**src/rtl/dmc_pkg.sv**
```systemverilog
package dmc_pkg;
   typedef enum logic [1:0] {
      MODE_TX   = 2'd0,
      MODE_TENT = 2'd1,
      MODE_LOCK = 2'd2
   } mode_e;
endpackage

```
**src/rtl/dmc_sync_edge.sv**
```systemverilog
module dmc_sync_edge #(
   parameter int STAGES = 2
) (
   input  logic clk,
   input  logic rst_n,
   input  logic din,
   output logic level_o,
   output logic rise_o,
   output logic fall_o
);
   logic [STAGES-1:0] chain_q;
   logic              prev_q;

   generate
      if (STAGES < 2) begin : g_bad_stages
         $error("dmc_sync_edge: STAGES must be at least 2");
      end
   endgenerate

   always_ff @(posedge clk or negedge rst_n) begin
      if (!rst_n) begin
         chain_q <= '0;
         prev_q  <= 1'b0;
      end else begin
         chain_q <= {chain_q[STAGES-2:0], din};
         prev_q  <= chain_q[STAGES-1];
      end
   end

   assign level_o = chain_q[STAGES-1];
   assign rise_o  = level_o & ~prev_q;
   assign fall_o  = ~level_o & prev_q;
endmodule

```
**src/rtl/dmc_vclk_watchdog.sv**
```systemverilog
module dmc_vclk_watchdog #(
   parameter int LIMIT = 128
) (
   input  logic clk,
   input  logic rst_n,
   input  logic run_i,
   input  logic clear_i,
   input  logic tick_i,
   output logic expire_o
);
   localparam int CW = $clog2(LIMIT + 1);
   localparam logic [CW-1:0] LAST = CW'(LIMIT - 1);

   logic [CW-1:0] cnt_q;

   generate
      if (LIMIT < 2) begin : g_bad_limit
         $error("dmc_vclk_watchdog: LIMIT must be at least 2");
      end
   endgenerate

   always_ff @(posedge clk or negedge rst_n) begin
      if (!rst_n)
         cnt_q <= '0;
      else if (!run_i || clear_i)
         cnt_q <= '0;
      else if (tick_i)
         cnt_q <= cnt_q + 1'b1;
   end

   assign expire_o = run_i && tick_i && !clear_i && (cnt_q == LAST);

   // a bus clock edge zeroes the count
   assert_count_cleared_R3: assert property (@(posedge clk) disable iff (!rst_n)
      (run_i && clear_i) |=> (cnt_q == '0));
endmodule

```
**src/rtl/dmc_stream_ptr.sv**
```systemverilog
module dmc_stream_ptr #(
   parameter int ADDR_W = 7,
   parameter int BYTE_W = 8,
   localparam int BIT_W = (BYTE_W > 1) ? $clog2(BYTE_W) : 1
) (
   input  logic              clk,
   input  logic              rst_n,
   input  logic              restart_i,
   input  logic              adv_i,
   output logic [ADDR_W-1:0] addr_o,
   output logic [BIT_W-1:0]  bit_o
);
   localparam logic [BIT_W-1:0] TOP_BIT = BIT_W'(BYTE_W - 1);

   logic [ADDR_W-1:0] addr_q;
   logic [BIT_W-1:0]  bit_q;

   generate
      if (ADDR_W < 1 || BYTE_W < 2) begin : g_bad_geom
         $error("dmc_stream_ptr: ADDR_W >= 1 and BYTE_W >= 2 required");
      end
   endgenerate

   always_ff @(posedge clk or negedge rst_n) begin
      if (!rst_n) begin
         addr_q <= '0;
         bit_q  <= TOP_BIT;
      end else if (restart_i) begin
         addr_q <= '0;
         bit_q  <= TOP_BIT;
      end else if (adv_i) begin
         if (bit_q == '0) begin
            bit_q  <= TOP_BIT;
            addr_q <= addr_q + 1'b1;
         end else begin
            bit_q <= bit_q - 1'b1;
         end
      end
   end

   assign addr_o = addr_q;
   assign bit_o  = bit_q;

   // the last bit of the top byte wraps to the first bit of byte 0
   assert_addr_wrap_R9: assert property (@(posedge clk) disable iff (!rst_n)
      (adv_i && !restart_i && bit_q == '0 && (&addr_q)) |=> (addr_q == '0 && bit_q == TOP_BIT));
endmodule

```
**src/rtl/dual_mode_seq.sv**
```systemverilog
module dual_mode_seq
   import dmc_pkg::*;
#(
   parameter int SYNC_STAGES = 2,
   parameter int WD_LIMIT    = 128,
   parameter int ADDR_W      = 7,
   parameter int BYTE_W      = 8,
   localparam int BIT_W      = (BYTE_W > 1) ? $clog2(BYTE_W) : 1
) (
   input  logic              clk,
   input  logic              rst_n,
   input  logic              vclk_i,
   input  logic              scl_i,
   input  logic              sda_i,
   input  logic              dev_ack_i,
   input  logic              addr_stop_i,
   output logic [1:0]        mode_o,
   output logic              stream_en_o,
   output logic [ADDR_W-1:0] stream_addr_o,
   output logic [BIT_W-1:0]  stream_bit_o
);
   mode_e mode_q, mode_d;
   logic  vclk_rise, scl_fall, sda_lvl, wd_expire, restart;
   logic  unused_vclk_lvl, unused_vclk_fall, unused_scl_lvl, unused_scl_rise;
   logic  unused_sda_rise, unused_sda_fall;

   dmc_sync_edge #(.STAGES(SYNC_STAGES)) u_vclk_sync (
      .clk(clk), .rst_n(rst_n), .din(vclk_i),
      .level_o(unused_vclk_lvl), .rise_o(vclk_rise), .fall_o(unused_vclk_fall));

   dmc_sync_edge #(.STAGES(SYNC_STAGES)) u_scl_sync (
      .clk(clk), .rst_n(rst_n), .din(scl_i),
      .level_o(unused_scl_lvl), .rise_o(unused_scl_rise), .fall_o(scl_fall));

   dmc_sync_edge #(.STAGES(SYNC_STAGES)) u_sda_sync (
      .clk(clk), .rst_n(rst_n), .din(sda_i),
      .level_o(sda_lvl), .rise_o(unused_sda_rise), .fall_o(unused_sda_fall));

   dmc_vclk_watchdog #(.LIMIT(WD_LIMIT)) u_watchdog (
      .clk(clk), .rst_n(rst_n),
      .run_i(mode_q == MODE_TENT), .clear_i(scl_fall), .tick_i(vclk_rise),
      .expire_o(wd_expire));

   always_comb begin
      mode_d = mode_q;
      unique case (mode_q)
         MODE_TX:   if (scl_fall && sda_lvl) mode_d = MODE_TENT;
         MODE_TENT: begin
            if (dev_ack_i)        mode_d = MODE_LOCK;
            else if (addr_stop_i) mode_d = MODE_TX;
            else if (wd_expire)   mode_d = MODE_TX;
         end
         MODE_LOCK: mode_d = MODE_LOCK;
         default:   mode_d = MODE_TX;
      endcase
   end

   always_ff @(posedge clk or negedge rst_n) begin
      if (!rst_n) mode_q <= MODE_TX;
      else        mode_q <= mode_d;
   end

   assign restart     = (mode_q == MODE_TENT) && (mode_d == MODE_TX);
   assign stream_en_o = vclk_rise && (mode_q == MODE_TX);
   assign mode_o      = mode_q;

   dmc_stream_ptr #(.ADDR_W(ADDR_W), .BYTE_W(BYTE_W)) u_ptr (
      .clk(clk), .rst_n(rst_n), .restart_i(restart), .adv_i(stream_en_o),
      .addr_o(stream_addr_o), .bit_o(stream_bit_o));

   // reset leaves the block in stream-out mode
   assert_reset_txonly_R1: assert property (@(posedge clk)
      !rst_n |=> (mode_q == MODE_TX));
   // released-SDA clock edge enters tentative mode
   assert_enter_tent_R2: assert property (@(posedge clk) disable iff (!rst_n)
      (mode_q == MODE_TX && scl_fall && sda_lvl) |=> (mode_q == MODE_TENT));
   // watchdog expiry without acknowledge falls back
   assert_timeout_R4: assert property (@(posedge clk) disable iff (!rst_n)
      (mode_q == MODE_TENT && wd_expire && !dev_ack_i) |=> (mode_q == MODE_TX));
   // acknowledge locks, and the lock holds
   assert_ack_lock_R6: assert property (@(posedge clk) disable iff (!rst_n)
      (mode_q == MODE_TENT && dev_ack_i) |=> (mode_q == MODE_LOCK));
   assert_lock_sticky_R6: assert property (@(posedge clk) disable iff (!rst_n)
      (mode_q == MODE_LOCK) |=> (mode_q == MODE_LOCK));
   // STOP inside the slave address falls back
   assert_addr_stop_R7: assert property (@(posedge clk) disable iff (!rst_n)
      (mode_q == MODE_TENT && addr_stop_i && !dev_ack_i) |=> (mode_q == MODE_TX));
endmodule

```
**config.mk**
```make
export PLATFORM = sky130hd
export DESIGN_NAME = dual_mode_seq
export DESIGN_NICKNAME = d
export VERILOG_FILES = /design/src/rtl/dmc_pkg.sv /design/src/rtl/dmc_sync_edge.sv /design/src/rtl/dmc_vclk_watchdog.sv /design/src/rtl/dmc_stream_ptr.sv /design/src/rtl/dual_mode_seq.sv
export SDC_FILE = /design/constraint.sdc
export NUM_CORES = 1
export LEC_CHECK = 0
export ABC_AREA = 1
export CORE_ASPECT_RATIO = 0.7
export CORE_UTILIZATION = 38
export DETAILED_ROUTE_END_ITERATION = 12
export DONT_BUFFER_PORTS = 1
export GPL_ROUTABILITY_DRIVEN = 1
export MAX_ROUTING_LAYER = met4
export SETUP_SLACK_MARGIN = 0.1
export SLEW_MARGIN = 5
export SYNTH_ARGS = -nofsm -noshare
export SYNTH_HDL_FRONTEND = slang
export SYNTH_HIERARCHICAL = 1
export SYNTH_SLANG_ARGS = --single-unit
export TNS_END_PERCENT = 1
```
**constraint.sdc**
```tcl
create_clock -name clk -period 1.7 [get_ports clk]
set_input_delay 0.17 -clock clk [delete_from_list [all_inputs] [get_ports clk]]
set_output_delay 0.17 -clock clk [all_outputs]
set_load 0.05 [all_outputs]
```
==> summary.txt, run 1 <==
Timing
  • Clock Skew: 3.82 ps
  • Post-layout minimum cycle time: 1740 ps
  • Relative slew slack: 67.0%
  • Fin crit share: 103%
  • Worst Slack Setup Final: -43.2 ps
  • Final Hold Fails: 0
  • Max-slew violations: 0
  • Max frequency: 574 MHz
  • Count of final setup violators: 5
  • RSZ-0062 raised after global routing: yes
  • Worst-Margin Slew: 494 ps

Min path
  • HP Class: in -> reg
  • Worst Hold Depth: 2
  • Hold EP: mode_o[1]$_DFF_PN0_
  • Hold Crit Start: dev_ack_i

CTS
  • CTS Sinks: 28
  • H-tree levels: 1
  • CTS max path bufs: 2
  • Skew-Pair Late Insertion Delay: 270 ps
  • CTS root buffer: clkbuf_8
  • CTS tree: built
  • Worst-path clk slew: 90 ps
  • CTS Buf Count: 3

Setup path
  • Reg2reg end: u_ptr/addr_o[2]$_DFFE_PN0P_
  • Critical Path AT: 1910 ps
  • Crit path launch type: flop
  • Worst setup EP type: flop
  • CP cell instances: ha_2 > nand2_2 > nor3_2 > and3_1 > inv_1 > nand2_1 > nand4_1 > inv_2 > a21oi_4 > inv_2 > a21oi_2 > nor2_1
  • Worst reg2reg setup slack: -40 ps
  • Max stage delay on crit path: 400 ps
  • Worst R2R Path Depth: 12
  • Source of the worst register-to-register timing path: u_watchdog/cnt_q[0]$_DFFE_PN0P_
  • CP required: 1870 ps
  • Most frequent CP cell: inv_2
  • Slowest library cell on the worst path: dfrtp_1
  • CP max FO: 8
  • CP Class: reg -> reg

Floorplanning
  • I/O Pins: 20
  • Die area: 3700 um^2
  • Initial Util: 40.9%
  • Die Height: 51.2 um
  • # rows: 17
  • Die width: 72.2 um
  • Core footprint: 3210 um^2

Job
  • Max-cap violation count: 0

Detailed routing
  • TritonRoute pass-1 iters: 4
  • Vias/cell: 4.61
  • Iter 0 DRT Violations: 12
  • Post-route ant nets: 0
  • Total routed wirelength: 2720 um
  • Via count: 1079
  • DRC Markers: 0
  • Wire length per cell: 11.6 um

Global routing
  • Vias in the first global route: 1066
  • Pin count of the biggest net entering global routing: 29
  • Initial antenna violation count: 0
  • GRT Util Overall: 17.2%
  • Remaining Overflow, GRT: 0
  • First-pass GRT wire length: 4730 um

Finish
  • Ant. Diodes: 0
  • Share of cells above drive strength 1: 28.9%
  • Area growth syn-to-layout: 33.0%
  • Post-route cell area: 1750 um^2
  • Fillers: 294
  • Final net count: 199

Placed design
  • Detailed Place HPWL: 1980 um
  • Dpl cell area: 1530 um^2
  • GP Congestion: 0.774
  • Pre-CTS WS: -121 ps
  • Port Buffers: 0

Yosys
  • Yosys warnings: 6
  • Mapped Nets: 166
  • Mapped Area: 1310 um^2
  • Synth Instances: 155
  • Syn avg cell area: 8.47 um^2

Outcome
  • Failing checks: negative setup slack
  • Status: complete, but fails checks

Pwr
  • PD cells: 1290 nW/um^2
  • Max rail drop VDD: 0.719 mV
  • Static Leakage: 0.835 nW
-- report_power, final --
group | internal [mW] | switching, mW | leakage (nW) | total (mW)
clock network | 0.315 | 0.200 | 0.0357 | 0.516
logic | 0.263 | 0.569 | 0.448 | 0.831
registers | 0.794 | 0.116 | 0.351 | 0.909
-- cell usage in the layout (no fill, tap or decap), types with 2 or more instances in the layout --
cell / n
dlygate4sd3_1: 4
inv_1: 21
nand4_1: 2
nor2_1: 19
inv_2: 4
dfrtp_2: 2
clkbuf_8: 3
nand2_1: 35
nor2_4: 6
nand2_2: 2
a21oi_1: 8
dfrtp_1: 23
ha_1: 3
dfstp_2: 3
buf_4: 21
o21ai_1: 6
nor2_2: 2
nand3_1: 7
-- state kept, by name, summed over array words and instances (netlist names) --
name,flops
u_watchdog/cnt_q,8
mode_o,2
u_scl_sync/prev_q,1
u_vclk_sync/chain_q,2
u_ptr/addr_o,7
u_vclk_sync/prev_q,1
u_scl_sync/chain_q,2
u_ptr/bit_o,3
u_sda_sync/chain_q,2
-- layer usage --
metal  global-route usage [%]  wire [um]
met3                     6.11        173
met5                        -          0
met4                     2.29         30
met1                     23.0       1300
met2                     25.7       1220
-- critical path: cells and delay by family, from the launching register on --
family | cells | cell delay, ps
AO/OA/AOI/OAI | 2 | 380
adder cells (fa/ha/maj) | 1 | 200
buffers and inverters | 3 | 230
flip-flops | 1 | 400
AND/OR/NAND/NOR | 6 | 430
-- how the worst max path moves through the flow --
stage,from,end,slack [ps],cells after the start
2_1_floorplan,mode_o[0]$_DFF_PN0_,u_ptr/addr_o[6]$_DFFE_PN0P_,-130,14
3_3_place_gp,u_scl_sync/chain_q[1]$_DFF_PN0_,u_ptr/addr_o[2]$_DFFE_PN0P_,-90,11
3_5_place_dp,u_scl_sync/chain_q[1]$_DFF_PN0_,u_ptr/addr_o[2]$_DFFE_PN0P_,-120,11
4_1_cts,u_watchdog/cnt_q[0]$_DFFE_PN0P_,u_ptr/addr_o[2]$_DFFE_PN0P_,-8,12
5_1_grt,u_watchdog/cnt_q[1]$_DFFE_PN0P_,u_ptr/addr_o[5]$_DFFE_PN0P_,-200,12
6_report,u_watchdog/cnt_q[0]$_DFFE_PN0P_,u_ptr/addr_o[2]$_DFFE_PN0P_,-40,12
-- final cells by class --
type | count | area (um^2) | area share, %
Timing Repair Buffer | 28 | 244 | 14.0
Multi-Input combinational cell | 101 | 563 | 32.3
Inverter | 26 | 101 | 5.81
Tap cell | 47 | 58.8 | 3.37
Clock inverter | 1 | 30.0 | 1.72
Sequential cell | 28 | 707 | 40.5
Clock buffer | 3 | 41.3 | 2.37
-- stage by stage --
step	util [%]	instances	hold WS (ps)	setup TNS, ps	power (mW)
final	54.3	234	32.1	-77.1	2.26
after global routing	54.3	234	23.0	-1590	2.39
after CTS	53.8	234	23.9	-21.4	2.27
after detailed placement	47.6	221	-125	-751	1.70
after global placement	47.6	221	-125	-458	1.67
after floorplan	-	155	-126	-596	1.47
-- timing repair --
item,CTS,global route
buffers inserted,4,0
setup endpoints to repair,10,11
endpoints found under the hold margin,31,0
pin swaps,3,0
hold buffers,5,0
resized for setup,14,7
No activity file was read; power rests on OpenSTA's default activity.
==> inputs of run 2 (changes only) <==
--- a/config.mk
+++ b/config.mk
@@ -12,6 +12,7 @@
 export DONT_BUFFER_PORTS = 1
 export GPL_ROUTABILITY_DRIVEN = 1
 export MAX_ROUTING_LAYER = met4
+export PLACE_DENSITY = 0.6
 export SETUP_SLACK_MARGIN = 0.1
 export SLEW_MARGIN = 5
 export SYNTH_ARGS = -nofsm -noshare
==> results of run 2 <==
The final DEF is identical to that of run 1; final timing and power are the same.
